## src/rtl/dma_irqstat_pkg.sv

```systemverilog
package dma_irqstat_pkg;
  localparam int LANE_W  = 8;
  localparam int NUM_CLS = 3;
  localparam int WORD_W  = 4 * LANE_W;

  typedef enum logic [1:0] {
    CLS_ERR  = 2'd0,
    CLS_ABT  = 2'd1,
    CLS_DONE = 2'd2
  } evt_class_e;

  function automatic int lane_base(input int cls);
    return cls * LANE_W;
  endfunction
endpackage

```

## src/rtl/dma_irqstat_lane.sv

```systemverilog
module dma_irqstat_lane #(
  parameter int NCH = 8
) (
  input  logic           clk,
  input  logic           rst_n,
  input  logic [NCH-1:0] set_i,
  input  logic [NCH-1:0] clr_i,
  output logic [NCH-1:0] flags_o
);
  logic [NCH-1:0] flags_q;

  always_ff @(posedge clk or negedge rst_n) begin
    if (!rst_n) flags_q <= '0;
    else        flags_q <= (flags_q & ~clr_i) | set_i;
  end

  assign flags_o = flags_q;


  latch_set_chk: assert property (@(posedge clk) disable iff (!rst_n)
    (|set_i) |=> ((flags_q & $past(set_i)) == $past(set_i)));


  set_over_clr_chk: assert property (@(posedge clk) disable iff (!rst_n)
    (|(set_i & clr_i)) |=> ((flags_q & $past(set_i & clr_i)) == $past(set_i & clr_i)));


  w1c_clear_chk: assert property (@(posedge clk) disable iff (!rst_n)
    (|(clr_i & ~set_i)) |=> ((flags_q & $past(clr_i & ~set_i)) == '0));


  zero_keeps_chk: assert property (@(posedge clk) disable iff (!rst_n)
    rst_n |=> ((flags_q & $past(flags_q & ~clr_i)) == $past(flags_q & ~clr_i)));
endmodule

```

## src/rtl/dma_irqstat_gate.sv

```systemverilog
module dma_irqstat_gate #(
  parameter int NCH = 8
) (
  input  logic             clk,
  input  logic             rst_n,
  input  logic [NCH-1:0]   err_f_i,
  input  logic [NCH-1:0]   abt_f_i,
  input  logic [NCH-1:0]   done_f_i,
  input  logic [3*NCH-1:0] mask_i,
  output logic             irq_o,
  output logic [NCH-1:0]   running_o
);
  localparam int MW = 3 * NCH;

  logic [NCH-1:0] m_err, m_abt, m_done;
  logic [NCH-1:0] live;

  for (genvar n = 0; n < NCH; n++) begin : g_ch
    assign m_err[n]     = mask_i[3*n];
    assign m_abt[n]     = mask_i[3*n+1];
    assign m_done[n]    = mask_i[3*n+2];
    assign live[n]      = (err_f_i[n] & ~m_err[n]) | (abt_f_i[n] & ~m_abt[n]) |
                          (done_f_i[n] & ~m_done[n]);
    assign running_o[n] = ~(err_f_i[n] | abt_f_i[n] | done_f_i[n]);
  end

  assign irq_o = |live;


  all_masked_chk: assert property (@(posedge clk) disable iff (!rst_n)
    (mask_i == {MW{1'b1}}) |-> !irq_o);


  unmasked_err_chk: assert property (@(posedge clk) disable iff (!rst_n)
    (|(err_f_i & ~m_err)) |-> irq_o);


  running_idle_chk: assert property (@(posedge clk) disable iff (!rst_n)
    (running_o == {NCH{1'b1}}) |-> !irq_o);
endmodule

```

## src/rtl/dma_irq_status.sv

```systemverilog
module dma_irq_status
  import dma_irqstat_pkg::*;
#(
  parameter int NCH = 8
) (
  input  logic             clk,
  input  logic             rst_n,
  input  logic [NCH-1:0]   err_evt_i,
  input  logic [NCH-1:0]   abt_evt_i,
  input  logic [NCH-1:0]   done_evt_i,
  input  logic [3*NCH-1:0] irq_mask_i,
  input  logic             reg_wr_i,
  input  logic [31:0]      reg_wdata_i,
  output logic [31:0]      reg_rdata_o,
  output logic             irq_o,
  output logic [NCH-1:0]   ch_running_o
);
  logic [NCH-1:0] evt_v   [NUM_CLS];
  logic [NCH-1:0] flags_v [NUM_CLS];
  logic [WORD_W-1:0] word;

  assign evt_v[CLS_ERR]  = err_evt_i;
  assign evt_v[CLS_ABT]  = abt_evt_i;
  assign evt_v[CLS_DONE] = done_evt_i;

  for (genvar c = 0; c < NUM_CLS; c++) begin : g_lane
    logic [NCH-1:0] clr;
    assign clr = reg_wr_i ? reg_wdata_i[lane_base(c) +: NCH] : '0;
    dma_irqstat_lane #(.NCH(NCH)) u_lane (
      .clk     (clk),
      .rst_n   (rst_n),
      .set_i   (evt_v[c]),
      .clr_i   (clr),
      .flags_o (flags_v[c])
    );
  end

  always_comb begin
    word = '0;
    for (int c = 0; c < NUM_CLS; c++) word[lane_base(c) +: NCH] = flags_v[c];
  end

  assign reg_rdata_o = word;

  dma_irqstat_gate #(.NCH(NCH)) u_gate (
    .clk       (clk),
    .rst_n     (rst_n),
    .err_f_i   (flags_v[CLS_ERR]),
    .abt_f_i   (flags_v[CLS_ABT]),
    .done_f_i  (flags_v[CLS_DONE]),
    .mask_i    (irq_mask_i),
    .irq_o     (irq_o),
    .running_o (ch_running_o)
  );


  hi_lane_inert_chk: assert property (@(posedge clk) disable iff (!rst_n)
    (reg_wr_i && reg_wdata_i[31:24] != 8'h00) |=> (reg_rdata_o[31:24] == 8'h00));


  chan_clear_chk: assert property (@(posedge clk) disable iff (!rst_n)
    (reg_wr_i && reg_wdata_i[0] && reg_wdata_i[8] && reg_wdata_i[16] &&
     !err_evt_i[0] && !abt_evt_i[0] && !done_evt_i[0]) |=> ch_running_o[0]);
endmodule

```

## config.mk

```make
export PLATFORM = sky130hd
export DESIGN_NAME = dma_irq_status
export DESIGN_NICKNAME = d
export VERILOG_FILES = /design/src/rtl/dma_irqstat_pkg.sv /design/src/rtl/dma_irqstat_lane.sv /design/src/rtl/dma_irqstat_gate.sv /design/src/rtl/dma_irq_status.sv
export SDC_FILE = /design/constraint.sdc
export NUM_CORES = 1
export LEC_CHECK = 0
export ABC_AREA = 1
export ABC_CLOCK_PERIOD_IN_PS = 1250
export BUFFER_PORTS_ARGS = -buffer_cell sky130_fd_sc_hd__buf_2
export CELL_PAD_IN_SITES_DETAIL_PLACEMENT = 2
export CELL_PAD_IN_SITES_GLOBAL_PLACEMENT = 2
export CORE_MARGIN = 5
export CORE_UTILIZATION = 17
export DETAILED_ROUTE_END_ITERATION = 8
export PLACE_DENSITY = 0.84
export SLEW_MARGIN = 5
export SYNTH_ARGS = -nofsm -noshare
export SYNTH_HDL_FRONTEND = slang
export SYNTH_SLANG_ARGS = --single-unit
```

## constraint.sdc

```tcl
create_clock -name clk -period 1.25 [get_ports clk]
set_clock_uncertainty 0.1 [all_clocks]
set_input_delay 0.125 -clock clk [delete_from_list [all_inputs] [get_ports clk]]
set_output_delay 0.125 -clock clk [all_outputs]
set_load 0.02 [all_outputs]
```

==> impl_metrics.csv <==
group,metric,value,unit
outcome,status,"finished with violations",
outcome,violations,"setup timing",
synthesis,synth_largest_area_cell,"dfrtp_1",
setup_path,crit_required,1.02,ns
hold_path,min_path_type,"in -> reg",
cts,max-clock-path-buffers,2,
cts,cts_buffers,3,
setup_path,worstReg2RegEnd,"g_lane[1].u_lane.flags_o[5]$_DFF_PN0_",
setup_path,crit_cells,7,
routing,drt-total-wl,6640,um
synthesis,ys_warn_count,0,
setup_path,crit_slowest_cell,"dfrtp_1",
cts,htree_levels,1,
timing,finalSetupViolCount,11,
synthesis,syn_area_per_cell,7.88,um^2
synthesis,synth_seq_area_share,0.476,
synthesis,synth_top_cell_area_share,0.476,
die,die_area,9240,um^2
grt,antenna_found_initial,0,
synthesis,postSynthCellCount,160,
layout,nFillCells,845,
synthesis,synthesis.area,1260,um^2
timing,worstMarginPinSlew,0.610,ns
cts,clk_pin_slew_worst_paths,0.10,ns
placed_design,place_congestion,0.687,
setup_path,endpoint_kind,"output pin",
die,die_y,96.1,um
timing,max_slew_margin,0.594,
synthesis,ys_types,13,
die,core_area,7250,um^2
routing,num_vias,1671,
setup_path,max_stage_delay,0.39,ns
routing,avgRoutedWirePerCell,15.8,um
power,p_per_area,805,nW/um^2
setup_path,r2r_setup_slack,0.21,ns
setup_path,r2r_start,"g_lane[1].u_lane.flags_o[5]$_DFF_PN0_",
cts,cts_tree,"built",
layout,synthToLayoutAreaGrowth,107,%
layout,multi_input_area,604,um^2
placed_design,placed_cells,389,
grt,grt.overflow.total,0,
cts,clock-sinks,24,
layout,regArea,601,um^2
timing,maxSlewViolCount,0,
synthesis,ys_top_cells_by_area,"dfrtp_1, nand2_1, a21o_1",
routing,first_iter_violations,8,
routing,via_per_inst,3.97,
setup_path,crit_chain,"inv_1 > o21ai_0 > inv_1 > nand2_1 > nor2_2 > nand2_1 > buf_6",
job,maxCapViolCount,0,
timing,rsz0062_at_grt,"true",
setup_path,cp_top_family,"flip-flops",
layout,n_antenna_cell,0,
grt,grt_max_degree,25,
grt,grt_pass1_vias,2028,
grt,grt_usage,0.143,
routing,antenna_left,0,
layout,layout.cells.non_filler,421,
routing,post-route-drc-count,0,
setup_path,worstPathMaxFanout,2,
setup_path,critPathArrivalTime,1.32,ns
setup_path,crit_end,"irq_o",
synthesis,ys_ff_latch,24,
hold_path,min_path_cells,3,
setup_path,critPathBufInv,3,
power,leakagePower,0.00144,uW
power,vdd_drop_max,0.517,mV
grt,grt_pass1_wl,10100,um
setup_path,rr_worst_depth,3,
timing,finalCritPeriodShare,1.24,
setup_path,critPathKind,"reg -> out",
layout,drive_above_1_share,0.481,
setup_path,startpoint_type,"flip-flop",
cts,clock_latency,0.26,ns
placed_design,port_buffers,107,
cts,cts-root-buf,"clkbuf_8",
die,ios,124,
placed_design,dp_hpwl,4810,um
die,fp.dieW,96.1,um
layout,fin_nets,406,
timing,finalCriticalPeriod,1.54,ns
timing,setup_ws,-0.295,ns
routing,drt-pass1-iter-count,2,
die,initial_core_util,0.174,
setup_path,startpoint,"g_lane[1].u_lane.flags_o[5]$_DFF_PN0_",
die,rows,31,
timing,hold_violations,0,
layout,largest_reg_flops,24,
timing,hold_slack,0.0206,ns
timing,max_freq,0.647,GHz
worst reg2reg max path, cell delays in order, from the launching register on:
cell and delay [ns]:
dfrtp_1 0.41, inv_1 0.09, a21oi_1 0.04, or2_2 0.28
cell usage in the layout, fill, tap and decap left out, drive strengths merged:
cell type and count:
buf 136, nand2 55, inv 25, dlygate4sd3 25, dfrtp 24, a21o 21
conb 8, nor3 8, nor2 8, clkbuf 4, a21oi 3, or2 3
o21ai 1, o211ai 1
repair_timing:
item                       in CTS  in global routing
buffers inserted                4                  7
gates resized for setup        29                 31
setup endpoints to repair       9                 12
pin swaps                       8                 11
hold buffers                   25                  0
hold endpoints to repair       48                  0
logic make-up after synthesis:
logic type | count (synthesis) | share of synthesized area
AOI/OAI and AO/OA | 26 | 0.147
and+or+nand+nor | 74 | 0.234
DFF | 24 | 0.476
buffers and inverters | 35 | 0.140
other | 1 | 0.00297
per-layer routing:
layer | track usage | routed length (um)
met5 | 0 | 0
met4 | 0.0107 | 35
met3 | 0.0485 | 616
met2 | 0.296 | 3740
met1 | 0.140 | 2250
where the power goes:
part,internal [uW],switching [uW],total [uW]
Combinational,345,346,691
Clock,282,269,550
Sequential,827,36.4,863
Total,1450,651,2100
synthesized netlist by cell type, drive strengths merged:
cell type	count
a21o	21
a21oi	3
buf	10
conb	1
dfrtp	24
inv	25
nand2	55
nor2	8
nor3	8
o211ai	1
o21ai	1
or2	3
worst min-delay path by stage:
stage                          from                               endpoint  slack, ns
CTS                 reg_wdata_i[15]  g_lane[1].u_lane.flags_o[7]$_DFF_PN0_       0.02
global route         reg_wdata_i[9]  g_lane[1].u_lane.flags_o[1]$_DFF_PN0_       0.02
detailed placement            rst_n  g_lane[2].u_lane.flags_o[7]$_DFF_PN0_       0.07
floorplan                     rst_n  g_lane[0].u_lane.flags_o[0]$_DFF_PN0_      -0.27
global placement              rst_n  g_lane[2].u_lane.flags_o[7]$_DFF_PN0_       0.06
finish              reg_wdata_i[15]  g_lane[1].u_lane.flags_o[7]$_DFF_PN0_       0.02
metrics by stage:
step | worst slack [ns] | setup TNS (ns) | total power [uW] | cell area [um^2] | util
global route | -0.389 | -1.97 | 2250 | 2620 | 0.361
CTS | -0.291 | -1.29 | 2080 | 2480 | 0.342
detailed placement | -0.00622 | -0.00622 | 1420 | 2060 | 0.284
floorplan | 0.0323 | 0 | 1120 | 1290 | -
global placement | 0.00857 | 0 | 1390 | 2060 | 0.284
finish | -0.295 | -1.28 | 2100 | 2620 | 0.361
layout make-up:
type | instances | share of cell area
timing repair buffer | 161 | 0.435
multi-input combinational | 108 | 0.231
sequential | 24 | 0.230
clock buffer | 4 | 0.0211
inverter | 25 | 0.0359
tap | 99 | 0.0474
Note: power is estimated with default switching activity, not from simulation.
